--- config.mk ---
export PLATFORM = sky130hd
export DESIGN_NAME = mrt_seq
export DESIGN_NICKNAME = d
export VERILOG_FILES = /design/src/rtl/mrt_pkg.sv /design/src/rtl/mrt_rst_sync.sv /design/src/rtl/mrt_addr_calc.sv /design/src/rtl/mrt_pick.sv /design/src/rtl/mrt_seq.sv
export SDC_FILE = /design/constraint.sdc
export NUM_CORES = 1
export LEC_CHECK = 0
export BUFFER_PORTS_ARGS = -buffer_cell sky130_fd_sc_hd__buf_4
export CAP_MARGIN = 10
export CORE_MARGIN = 2
export CORE_UTILIZATION = 49
export DETAILED_ROUTE_END_ITERATION = 16
export PLACE_DENSITY_LB_ADDON = 0.05
export RECOVER_POWER = 25
export SLEW_MARGIN = 20
export SYNTH_ARGS = -nofsm -noshare
export SYNTH_HDL_FRONTEND = slang
export SYNTH_SLANG_ARGS = --single-unit
--- constraint.sdc ---
create_clock -name clk -period 3 [get_ports clk]
set_input_delay 0.6 -clock clk [delete_from_list [all_inputs] [get_ports clk]]
set_output_delay 0.6 -clock clk [all_outputs]
set_load 0.005 [all_outputs]
--- src/rtl/mrt_pkg.sv ---
package mrt_pkg;

  // Flags captured at start and held for the whole operation.
  typedef struct packed {
    logic usr;     // user-bank flag, passed through
    logic wb;      // base writeback requested
    logic ld;      // 1: load, 0: store
    logic empty;   // selection mask was all zero
    logic inlist;  // base register is part of the mask
  } op_ctl_t;

endpackage

--- src/rtl/mrt_rst_sync.sv ---
module mrt_rst_sync (
  input  logic clk,
  input  logic rst_n,
  output logic rst_n_sync
);

  logic [1:0] sync_q;

  always_ff @(posedge clk or negedge rst_n) begin
    if (!rst_n) begin
      sync_q <= 2'b00;
    end else begin
      sync_q <= {sync_q[0], 1'b1};
    end
  end

  assign rst_n_sync = sync_q[1];

endmodule

--- src/rtl/mrt_addr_calc.sv ---
module mrt_addr_calc #(
  parameter int unsigned NREG       = 16,
  parameter int unsigned AW         = 32,
  parameter int unsigned WORD_BYTES = 4,
  parameter int unsigned EMPTY_SPAN = 64
) (
  input  logic [NREG-1:0]           sel,
  input  logic [AW-1:0]             base,
  input  logic                      pre,
  input  logic                      up,
  output logic [$clog2(NREG+1)-1:0] count,
  output logic [AW-1:0]             first_addr,
  output logic [AW-1:0]             new_base
);

  localparam int unsigned CW = $clog2(NREG+1);
  localparam logic [AW-1:0] STEP  = AW'(WORD_BYTES);
  localparam logic [AW-1:0] ALIGN = ~(AW'(WORD_BYTES) - AW'(1));

  logic [AW-1:0] span;
  logic [AW-1:0] wb_span;
  logic [AW-1:0] raw_first;
  logic [AW-1:0] raw_nbase;

  // population count of the selection mask
  always_comb begin
    count = '0;
    for (int i = 0; i < NREG; i++) begin
      count = count + CW'(sel[i]);
    end
  end

  always_comb begin
    span    = AW'(count) * STEP;
    wb_span = (count == '0) ? AW'(EMPTY_SPAN) : span;
    if (up) begin
      raw_first = base + (pre ? STEP : '0);
      raw_nbase = base + wb_span;
    end else begin
      raw_first = base - span + (pre ? '0 : STEP);
      raw_nbase = base - wb_span;
    end
    first_addr = raw_first & ALIGN;
    new_base   = raw_nbase & ALIGN;
  end

endmodule

--- src/rtl/mrt_pick.sv ---
module mrt_pick #(
  parameter int unsigned N = 16
) (
  input  logic [N-1:0]         vec,
  output logic [N-1:0]         grant,
  output logic [$clog2(N)-1:0] idx
);

  localparam int unsigned IW = $clog2(N);

  // lowest set bit wins
  for (genvar g = 0; g < N; g++) begin : g_gnt
    if (g == 0) begin : g_lsb
      assign grant[g] = vec[g];
    end else begin : g_upper
      assign grant[g] = vec[g] & ~(|vec[g-1:0]);
    end
  end

  always_comb begin
    idx = '0;
    for (int i = 0; i < N; i++) begin
      if (grant[i]) idx = IW'(i);
    end
  end

endmodule

--- src/rtl/mrt_seq.sv ---
module mrt_seq #(
  parameter int unsigned NREG         = 16,
  parameter int unsigned AW           = 32,
  parameter int unsigned DW           = 32,
  parameter int unsigned WORD_BYTES   = 4,
  parameter int unsigned EMPTY_SPAN   = 64,
  parameter int unsigned PC_STORE_OFS = 8
) (
  input  logic                    clk,
  input  logic                    rst_n,
  input  logic                    start,
  input  logic [NREG-1:0]         reg_list,
  input  logic [$clog2(NREG)-1:0] base_idx,
  input  logic [AW-1:0]           base_val,
  input  logic                    mode_pre,
  input  logic                    mode_up,
  input  logic                    mode_usr,
  input  logic                    mode_wb,
  input  logic                    mode_ld,
  output logic                    busy,
  output logic                    done,
  output logic                    mem_req,
  output logic                    mem_we,
  output logic [AW-1:0]           mem_addr,
  output logic [DW-1:0]           mem_wdata,
  input  logic [DW-1:0]           mem_rdata,
  input  logic                    mem_rdy,
  output logic                    usr_bank_o,
  output logic [$clog2(NREG)-1:0] rf_rd_idx,
  input  logic [DW-1:0]           rf_rd_data,
  output logic                    rf_wr_en,
  output logic [$clog2(NREG)-1:0] rf_wr_idx,
  output logic [DW-1:0]           rf_wr_data,
  output logic                    base_wr_en,
  output logic [$clog2(NREG)-1:0] base_wr_idx,
  output logic [AW-1:0]           base_wr_data
);

  import mrt_pkg::*;

  localparam int unsigned IW     = $clog2(NREG);
  localparam int unsigned CW     = $clog2(NREG+1);
  localparam int unsigned LSB    = $clog2(WORD_BYTES);
  localparam int unsigned PC_IDX = NREG - 1;
  localparam logic [AW-1:0]   STEP   = AW'(WORD_BYTES);
  localparam logic [NREG-1:0] PC_BIT = NREG'(1) << PC_IDX;

  logic rst_ns;

  mrt_rst_sync u_rst (
    .clk        (clk),
    .rst_n      (rst_n),
    .rst_n_sync (rst_ns)
  );

  // start-of-operation arithmetic
  logic [CW-1:0] calc_cnt;
  logic [AW-1:0] calc_first;
  logic [AW-1:0] calc_nbase;

  mrt_addr_calc #(
    .NREG       (NREG),
    .AW         (AW),
    .WORD_BYTES (WORD_BYTES),
    .EMPTY_SPAN (EMPTY_SPAN)
  ) u_calc (
    .sel        (reg_list),
    .base       (base_val),
    .pre        (mode_pre),
    .up         (mode_up),
    .count      (calc_cnt),
    .first_addr (calc_first),
    .new_base   (calc_nbase)
  );

  // state
  logic            busy_q,  busy_d;
  logic            done_q,  done_d;
  logic [NREG-1:0] pend_q,  pend_d;
  logic [AW-1:0]   addr_q,  addr_d;
  logic [AW-1:0]   nbase_q, nbase_d;
  logic            first_q, first_d;
  logic [IW-1:0]   bidx_q,  bidx_d;
  op_ctl_t         ctl_q,   ctl_d;

  // pending-register selection
  logic [NREG-1:0] cur_grant;
  logic [IW-1:0]   cur_idx;

  mrt_pick #(.N(NREG)) u_pick (
    .vec   (pend_q),
    .grant (cur_grant),
    .idx   (cur_idx)
  );

  logic            accept;
  logic            fire;
  logic            last;
  logic [NREG-1:0] rest;
  logic            dp_en;

  assign accept = start & ~busy_q;
  assign fire   = busy_q & mem_rdy;
  assign rest   = pend_q & ~cur_grant;
  assign last   = fire & ~(|rest);
  assign dp_en  = accept | fire;

  // next state
  always_comb begin
    busy_d  = busy_q;
    pend_d  = pend_q;
    addr_d  = addr_q;
    nbase_d = nbase_q;
    first_d = first_q;
    bidx_d  = bidx_q;
    ctl_d   = ctl_q;
    done_d  = last;
    if (accept) begin
      busy_d       = 1'b1;
      pend_d       = (calc_cnt == '0) ? PC_BIT : reg_list;
      addr_d       = calc_first;
      nbase_d      = calc_nbase;
      first_d      = 1'b1;
      bidx_d       = base_idx;
      ctl_d.usr    = mode_usr;
      ctl_d.wb     = mode_wb;
      ctl_d.ld     = mode_ld;
      ctl_d.empty  = (calc_cnt == '0);
      ctl_d.inlist = reg_list[base_idx];
    end else if (fire) begin
      pend_d  = rest;
      addr_d  = addr_q + STEP;
      first_d = 1'b0;
      if (last) busy_d = 1'b0;
    end
  end

  // registers
  always_ff @(posedge clk or negedge rst_ns) begin
    if (!rst_ns) begin
      busy_q  <= 1'b0;
      done_q  <= 1'b0;
      pend_q  <= '0;
      addr_q  <= '0;
      nbase_q <= '0;
      first_q <= 1'b0;
      bidx_q  <= '0;
      ctl_q   <= '0;
    end else begin
      busy_q <= busy_d;
      done_q <= done_d;
      if (dp_en) begin
        pend_q  <= pend_d;
        addr_q  <= addr_d;
        nbase_q <= nbase_d;
        first_q <= first_d;
        bidx_q  <= bidx_d;
        ctl_q   <= ctl_d;
      end
    end
  end

  // outputs
  assign busy       = busy_q;
  assign done       = done_q;
  assign usr_bank_o = ctl_q.usr;

  assign mem_req   = busy_q;
  assign mem_we    = busy_q & ~ctl_q.ld;
  assign mem_addr  = addr_q;
  assign rf_rd_idx = cur_idx;
  assign mem_wdata = ctl_q.empty ? (rf_rd_data + DW'(PC_STORE_OFS)) : rf_rd_data;

  assign rf_wr_en   = fire & ctl_q.ld;
  assign rf_wr_idx  = cur_idx;
  assign rf_wr_data = mem_rdata;

  assign base_wr_en   = fire & ( ctl_q.empty
                               | (ctl_q.wb & ~ctl_q.ld & first_q)
                               | (ctl_q.wb &  ctl_q.ld & ~ctl_q.inlist & last));
  assign base_wr_idx  = bidx_q;
  assign base_wr_data = nbase_q;


  addr_align_chk: assert property (@(posedge clk) disable iff (!rst_ns)
    busy_q |-> (mem_addr[LSB-1:0] == '0));


  addr_step_chk: assert property (@(posedge clk) disable iff (!rst_ns)
    fire |=> (!busy_q || mem_addr == $past(mem_addr) + STEP));


  order_chk: assert property (@(posedge clk) disable iff (!rst_ns)
    fire |=> (!busy_q || rf_rd_idx > $past(rf_rd_idx)));


  stall_hold_chk: assert property (@(posedge clk) disable iff (!rst_ns)
    (busy_q && !mem_rdy) |=> (busy_q && $stable(mem_addr) && $stable(rf_rd_idx)));


  done_idle_chk: assert property (@(posedge clk) disable iff (!rst_ns)
    done_q |-> !busy_q);


  ld_base_late_chk: assert property (@(posedge clk) disable iff (!rst_ns)
    (base_wr_en && ctl_q.ld && !ctl_q.empty) |=> !busy_q);


  usr_hold_chk: assert property (@(posedge clk) disable iff (!rst_ns)
    (busy_q && $past(busy_q)) |-> $stable(usr_bank_o));

endmodule

==> results of run 1 <==
-- cells in the final DEF, fill, tap and decap left out, types with 11 or more instances in the layout --
cell type  instances
a21o_1            26
a21oi_1           54
a21oi_2           21
and3_1            23
buf_4            437
buf_6             26
dfrtp_1           87
ha_1              80
ha_4              16
inv_1             78
nand2_1          151
nand2b_1          13
nand3_1           46
nand3_2           11
nand4_1           11
nor2_1            61
nor3_1            19
o211ai_1          12
o21ai_0           34
o21ai_1           33
o21ai_2           18
xnor2_1           71
xor2_1            39
-- metrics by stage --
step | hold WS (ps) | area [um2] | power (uW) | TNS (ps)
floorplan | 304 | 10200 | 7040 | -180370
global placement | 340 | 13400 | 10300 | -218190
detailed placement | 340 | 13400 | 10500 | -218640
CTS | 9.59 | 14200 | 12500 | -187740
global route | 25.5 | 14800 | 14600 | -202210
finish | 20.7 | 14800 | 13700 | -188600
-- kinds of logic (layout without fill, tap and decap cells) --
kind of cell | Yosys count | in the layout | synth area share [%]
AOI/OAI and AO/OA | 322 | 322 | 20.9
xor gates and xnor gates | 122 | 122 | 10.8
adders and majority gates | 111 | 111 | 14.9
buffers and inverters | 166 | 567 | 8.59
DFF | 90 | 90 | 22.8
muxes | 10 | 10 | 1.67
other | 2 | 5 | 0.0759
and+or+nand+nor | 415 | 415 | 20.3
-- repair_timing --
| action | CTS | global route |
|---|---|---|
| endpoints found under the setup margin | 83 | 87 |
| gates cloned | 0 | 1 |
| hold buffers | 0 | 0 |
| gates resized for setup | 91 | 110 |
| setup buffers | 15 | 12 |
| pin swaps | 51 | 63 |
-- final cells by class --
cell class,instances,share of cell area [%]
Multi-Input combinational cell,985,53.7
Clock inverter,6,0.525
Tap cell,265,2.24
Clock buffer,10,1.62
Timing Repair Buffer,467,24.6
Sequential cell,90,15.3
Inverter,84,2.13
-- cells in the mapped netlist (7+ instances only) --
cell type / count
buf_4: 44
nand2_1: 154
nor2b_1: 10
nand2b_1: 13
and3_1: 25
xnor2_1: 77
o22ai_1: 8
fa_1: 12
a21o_1: 26
o21ai_0: 86
o21a_1: 9
o211ai_1: 12
a21oi_1: 85
ha_1: 97
a31oi_1: 8
nor3_1: 21
nor2_1: 72
nand3_1: 62
inv_1: 84
or3_1: 7
nand4_1: 11
a211oi_1: 14
o31ai_1: 7
xor2_1: 45
dfrtp_1: 90
clkbuf_1: 27
-- power by group through the flow --
stage | Clock (uW) | Sequential (uW) | Combinational (uW)
floorplan | 0 | 2260 | 4780
global placement | 0 | 2310 | 8010
detailed placement | 0 | 2330 | 8120
CTS | 1280 | 2310 | 8910
global route | 1320 | 2410 | 10900
finish | 1260 | 2320 | 10100
-- worst max path at each step --
stage / startpoint / endpoint / slack [ps] / depth (start not counted)
after CTS: reg_list[0] / base_wr_data[30] / -3480 / 27
after detailed placement: reg_list[0] / base_wr_data[24] / -3950 / 27
after global placement: reg_list[0] / base_wr_data[24] / -3910 / 27
after floorplan: reg_list[1] / base_wr_data[24] / -3490 / 26
final: reg_list[0] / base_wr_data[24] / -3540 / 27
after global routing: reg_list[0] / base_wr_data[24] / -3800 / 27
-- state kept, by name, indices dropped and copies added (netlist names) --
signal	cells
busy	1
done	1
ctl_q	4
first_q	1
base_wr_idx	4
usr_bank_o	1
u_rst.sync_q	2
mem_addr	30
pend_q	16
base_wr_data	30
-- critical path, delay by kind of cell --
kind	cells	cell delay (ps)
AOI/OAI and AO/OA	9	1580
adders and majority gates	9	3500
buffers and inverters	4	290
and+or+nand+nor	5	780
-- layer usage --
| layer | vias to the layer above | track usage (%) |
|---|---|---|
| li1 | 5143 | - |
| met1 | 4990 | 40.8 |
| met2 | 373 | 53.6 |
| met3 | 66 | 3.53 |
| met4 | 0 | 8.83 |
| met5 | - | 0 |
==> out/qor.yml, run 1 <==
clock_tree:
  clockRootBuffer: "clkbuf_16"
  numCtsBuffers: 9
  path_clk_slew_ps: 70
  cts_sinks: 90
  clock_latency_ps: 360
  tritoncts: "done"
  htree_levels: 3
  cts_max_path_buffers: 2
power:
  p_per_area_mw_per_mm2: 926
  p_int_uw: 7770
  comb_power_share_pct: 73.9
  power.share.clock_pct: 9.2
  power_frac_seq_pct: 17.0
  p_sw_share_pct: 43.2
  switchingPower_uw: 5910
  p_leak_uw: 0.00697
  ir_drop_mv: 0.743
synthesis:
  synth_top_area_share_pct: 22.8
  synthFlopType: "dfrtp_1"
  ys_seq_area_share_pct: 22.8
  synthesis.area_mm2: 0.00989
  synth_async_sr_flop_share_pct: 100
  synthTopCellsByArea: "dfrtp_1 (23%), ha_1 (12%), xnor2_1 (6.8%)"
  synth_edf_count: 0
  ys_types: 82
  synth_top_area_cell: "dfrtp_1"
  synth_seq_cells: 90
  avgSynthCellArea_um2: 7.99
  synthCells: 1238
  synth_warnings: 0
placement:
  routabilityCongestion: 0.922
  preCtsSetupSlack_ps: -3950
  dp_hpwl_um: 26000
  dp.cells: 1867
  io_buffers: 196
worst_setup_path:
  endpoint_kind: "register"
  rrSetupSlack_ps: 270
  start_kind: "input pin"
  r2r_cells: 9
  crit_type: "input pin to register"
  critical-path-max-stage-delay_ps: 510
  required_ps: 3240
  cp_common_cell: "fa_1"
  worstPathMaxFanout: 3
  r2r-end: "busy"
  worstPathArrival_ps: 6780
  r2r_start: "pend_q[1]"
  slowest_stage: "fa_1"
sta:
  clock_skew_ps: 14.4
  final-setup-viol-count: 78
  timing_hold_violations_final: 0
  finalMaxSlewViolations: 0
  max_slew.worst_pin.slew_ps: 1380
  setup_ws_ps: -3540
  max_freq_mhz: 153
  min_period_over_period_pct: 218
  finalCriticalPeriod_ps: 6540
  relSlewSlack_pct: 7.73
  grt_setup_unrepaired: "yes"
final_layout:
  multi_input_area_mm2: 0.00793
  area_delta_synth_final_pct: 49.4
  num-fill-cells: 1472
  final_cells: 1907
  final_util_pct: 75.2
  ff_latch_area_mm2: 0.00226
  drive_gt1_share_pct: 40.9
  final_nets: 1871
  antenna-diode-count: 0
worst_hold_path:
  hold_class: "input pin to async pin"
route:
  dr.first_iter.drc_count: 485
  met3_length_um: 1680
  vias: 10600
  wire_per_inst_um: 17.9
  dr_wl_met2_um: 16800
  wl_met1_um: 14700
  vias_per_cell: 5.54
  drcViolationCount: 0
  dr.pass1.iters: 6
  top_layer_used: "met4"
  wirelength_um: 34100
  ant_nets: 0
die:
  die_area_mm2: 0.0213
  core-area_mm2: 0.0197
  row_count: 51
  die_w_um: 146
  ios: 272
  initial_core_util_pct: 50.3
  chipHeight_um: 146
run_status:
  violations: "negative setup slack"
  outcome: "finished with violations"
grt:
  gr-total-overflow: 0
  grt_first_pass_wirelength_um: 53700
  grt_pass1_vias: 10300
  antenna_found_initial: 0
  grt_max_degree: 58
  grt.total_usage_pct: 30.9
flow_run:
  maxCapViolCount: 0
(Power assumes the default switching activity.)
==> inputs of run 2 (changes only) <==
--- a/config.mk
+++ b/config.mk
@@ -10,6 +10,7 @@
 export CORE_MARGIN = 2
 export CORE_UTILIZATION = 49
 export DETAILED_ROUTE_END_ITERATION = 16
+export GPL_TIMING_DRIVEN = 0
 export PLACE_DENSITY_LB_ADDON = 0.05
 export RECOVER_POWER = 25
 export SLEW_MARGIN = 20
==> run 2 against run 1 <==
  * The flow still finishes with violations (negative setup slack)
  * Total power shrank 8.7%
  * Die area unchanged
  * Clock skew shrank 4.6 ps
  * Worst setup slack lost 93 ps
  * Hold slack lost 13 ps
  * Clock power grew 10%
  * Sequential power up 2%
  * Final area shrank 8.0%
  * Critical path depth stayed put
  * Fmax is 1.4% lower
==> out/qor.yml, run 2 (synthesized netlist as in run 1, its figures left out) <==
run_status:
  outcome: "finished with violations"
  violations: "negative setup slack"
clock_tree:
  cts_max_path_buffers: 2  # unchanged
  path_clk_slew_ps: 70  # about the same
  clockRootBuffer: "clkbuf_16"
  cts_sinks: 90  # unchanged
  htree_levels: 3  # unchanged
  clock_latency_ps: 360  # about the same
  tritoncts: "done"
  numCtsBuffers: 9  # unchanged
die:
  initial_core_util_pct: 50.3  # unchanged
  die_area_mm2: 0.0213  # unchanged
  row_count: 51  # unchanged
  ios: 272  # unchanged
  chipHeight_um: 146  # unchanged
  die_w_um: 146  # unchanged
  core-area_mm2: 0.0197  # unchanged
sta:
  grt_setup_unrepaired: "yes"
  max_freq_mhz: 151  # -1.4%
  max_slew.worst_pin.slew_ps: 1080  # -307 ps
  timing_hold_violations_final: 0  # unchanged
  clock_skew_ps: 9.83  # -4.60 ps
  setup_ws_ps: -3630  # -92.8 ps
  timing.hold.ws_ps: 7.28  # -13.4 ps
  min_period_over_period_pct: 221  # +3.1 points
  final-setup-viol-count: 83  # +6.4%
  relSlewSlack_pct: 28.2  # +20 points
  finalCriticalPeriod_ps: 6630  # +92.8 ps
  finalMaxSlewViolations: 0  # unchanged
worst_setup_path:
  critical-path-max-stage-delay_ps: 510  # about the same
  r2r_cells: 10  # +1
  required_ps: 3250  # about the same
  r2r-end: "busy"
  slowest_stage: "fa_1"
  endpoint_kind: "register"
  worstPathMaxFanout: 3  # unchanged
  cp_common_cell: "fa_1"
  crit_start: "reg_list[0]"
  r2r_start: "pend_q[0]"
  crit_type: "input pin to register"
  start_kind: "input pin"
  rrSetupSlack_ps: 90  # -180 ps
  worstPathArrival_ps: 6880  # +100 ps
power:
  p_leak_uw: 0.00630  # -9.6%
  p_per_area_mw_per_mm2: 918  # -0.79%
  ir_drop_mv: 0.788  # +6.0%
  power_uw: 12500  # -8.7%
route:
  wirelength_um: 34600  # +1.4%
  vias: 10400  # -1.5%
  ant_nets: 0  # unchanged
  dr.pass1.iters: 5  # -1
  wire_per_inst_um: 19.2  # +7.3%
  vias_per_cell: 5.78  # +4.3%
  dr.first_iter.drc_count: 820  # +69%
  drcViolationCount: 0  # unchanged
placement:
  io_buffers: 231  # +18%
  dp_hpwl_um: 26500  # +1.9%
  preCtsSetupSlack_ps: -4220  # -270 ps
  routabilityCongestion: 0.928  # +0.69%
grt:
  antenna_found_initial: 0  # unchanged
  grt_first_pass_wirelength_um: 53400  # -0.67%
  grt_max_degree: 33  # -43%
  grt_pass1_vias: 9922  # -3.8%
  gr-total-overflow: 0  # unchanged
  grt.total_usage_pct: 31.4  # +0.47 points
final_layout:
  area_delta_synth_final_pct: 37.5
  antenna-diode-count: 0  # unchanged
  drive_gt1_share_pct: 32.1  # -8.8 points
  final_nets: 1766  # -5.6%
  layout_commonest_cell: "buf_4"
  final_cell_mix: "buf_4 (302), nand2_1 (152), dfrtp_1 (89)"
worst_hold_path:
  hold_class: "input pin to async pin"
flow_run:
  maxCapViolCount: 0  # unchanged
[run 2: changes by cell type in the layout (fill, tap and decap cells not counted), sizes merged]
| cell | previous run | this run |
|---|---|---|
| clkinv | 0 | 1 |
| clkinvlp | 1 | 0 |
| inv | 88 | 87 |
| bufbuf | 0 | 1 |
| buf | 465 | 334 |
| clkbuf | 12 | 36 |
| bufinv | 1 | 3 |
[run 2: routing by layer]
layer / vias up / part of all wire (%) / track usage (%)
met5: - / 0 / 0
met4: 0 / 3.0 / 11.3
met3: 77 / 7.2 / 4.84
met2: 457 / 48 / 54.6
met1: 4952 / 41 / 39.5
li1: 4932 / - / -
[run 2: final cells by class]
type / count / area (um2)
well taps: 265 / 332
clock inverters: 7 / 121
flip-flops and latches: 90 / 2250
multi-input cells: 985 / 7600
plain buffers: 80 / 542
clock buffers: 9 / 225
repair buffers: 282 / 2220
fillers: 1613 / 6050
inverters: 84 / 315
[run 2: timing repair]
action,in CTS,in global routing
hold buffers,0,0
buffers inserted,30,21
pin swaps,38,34
resized for setup,93,44
cloned,1,0
endpoints found under the setup margin,96,90
[run 2: worst max path at each step]
stage                             endpoint  slack, ps  cells past startpoint
after global routing      base_wr_data[22]      -3810                     27
after detailed placement  base_wr_data[24]      -4220                     27
after CTS                 base_wr_data[24]      -3590                     27
after floorplan           base_wr_data[24]      -3490                     26
after global placement    base_wr_data[24]      -4130                     27
final                     base_wr_data[24]      -3630                     27
[run 2: worst max-delay path, delay by kind of cell]
family                   cells  cell delay [ps]
adder cells (fa/ha/maj)      9             3580
AO/OA/AOI/OAI                9             1500
AND/OR/NAND/NOR              5              870
buffers and inverters        4              290
[run 2: through the flow]
stage,cells,TNS [ps],instance area [um2],util [%]
CTS,1785,-195170,13300,67.8
floorplan,1241,-180370,10200,-
finish,1802,-199420,13600,69.2
global route,1802,-212660,13600,69.2
global placement,1737,-318850,12300,62.7
detailed placement,1739,-225250,12400,62.9
[run 2: power by group]
part           total (uW)  internal (uW)  switching [uW]  leakage [uW]
Combinational        8740           4450            4300       0.00503
Sequential           2360           1760             604       0.00110
Clock                1390            824             568      0.000171
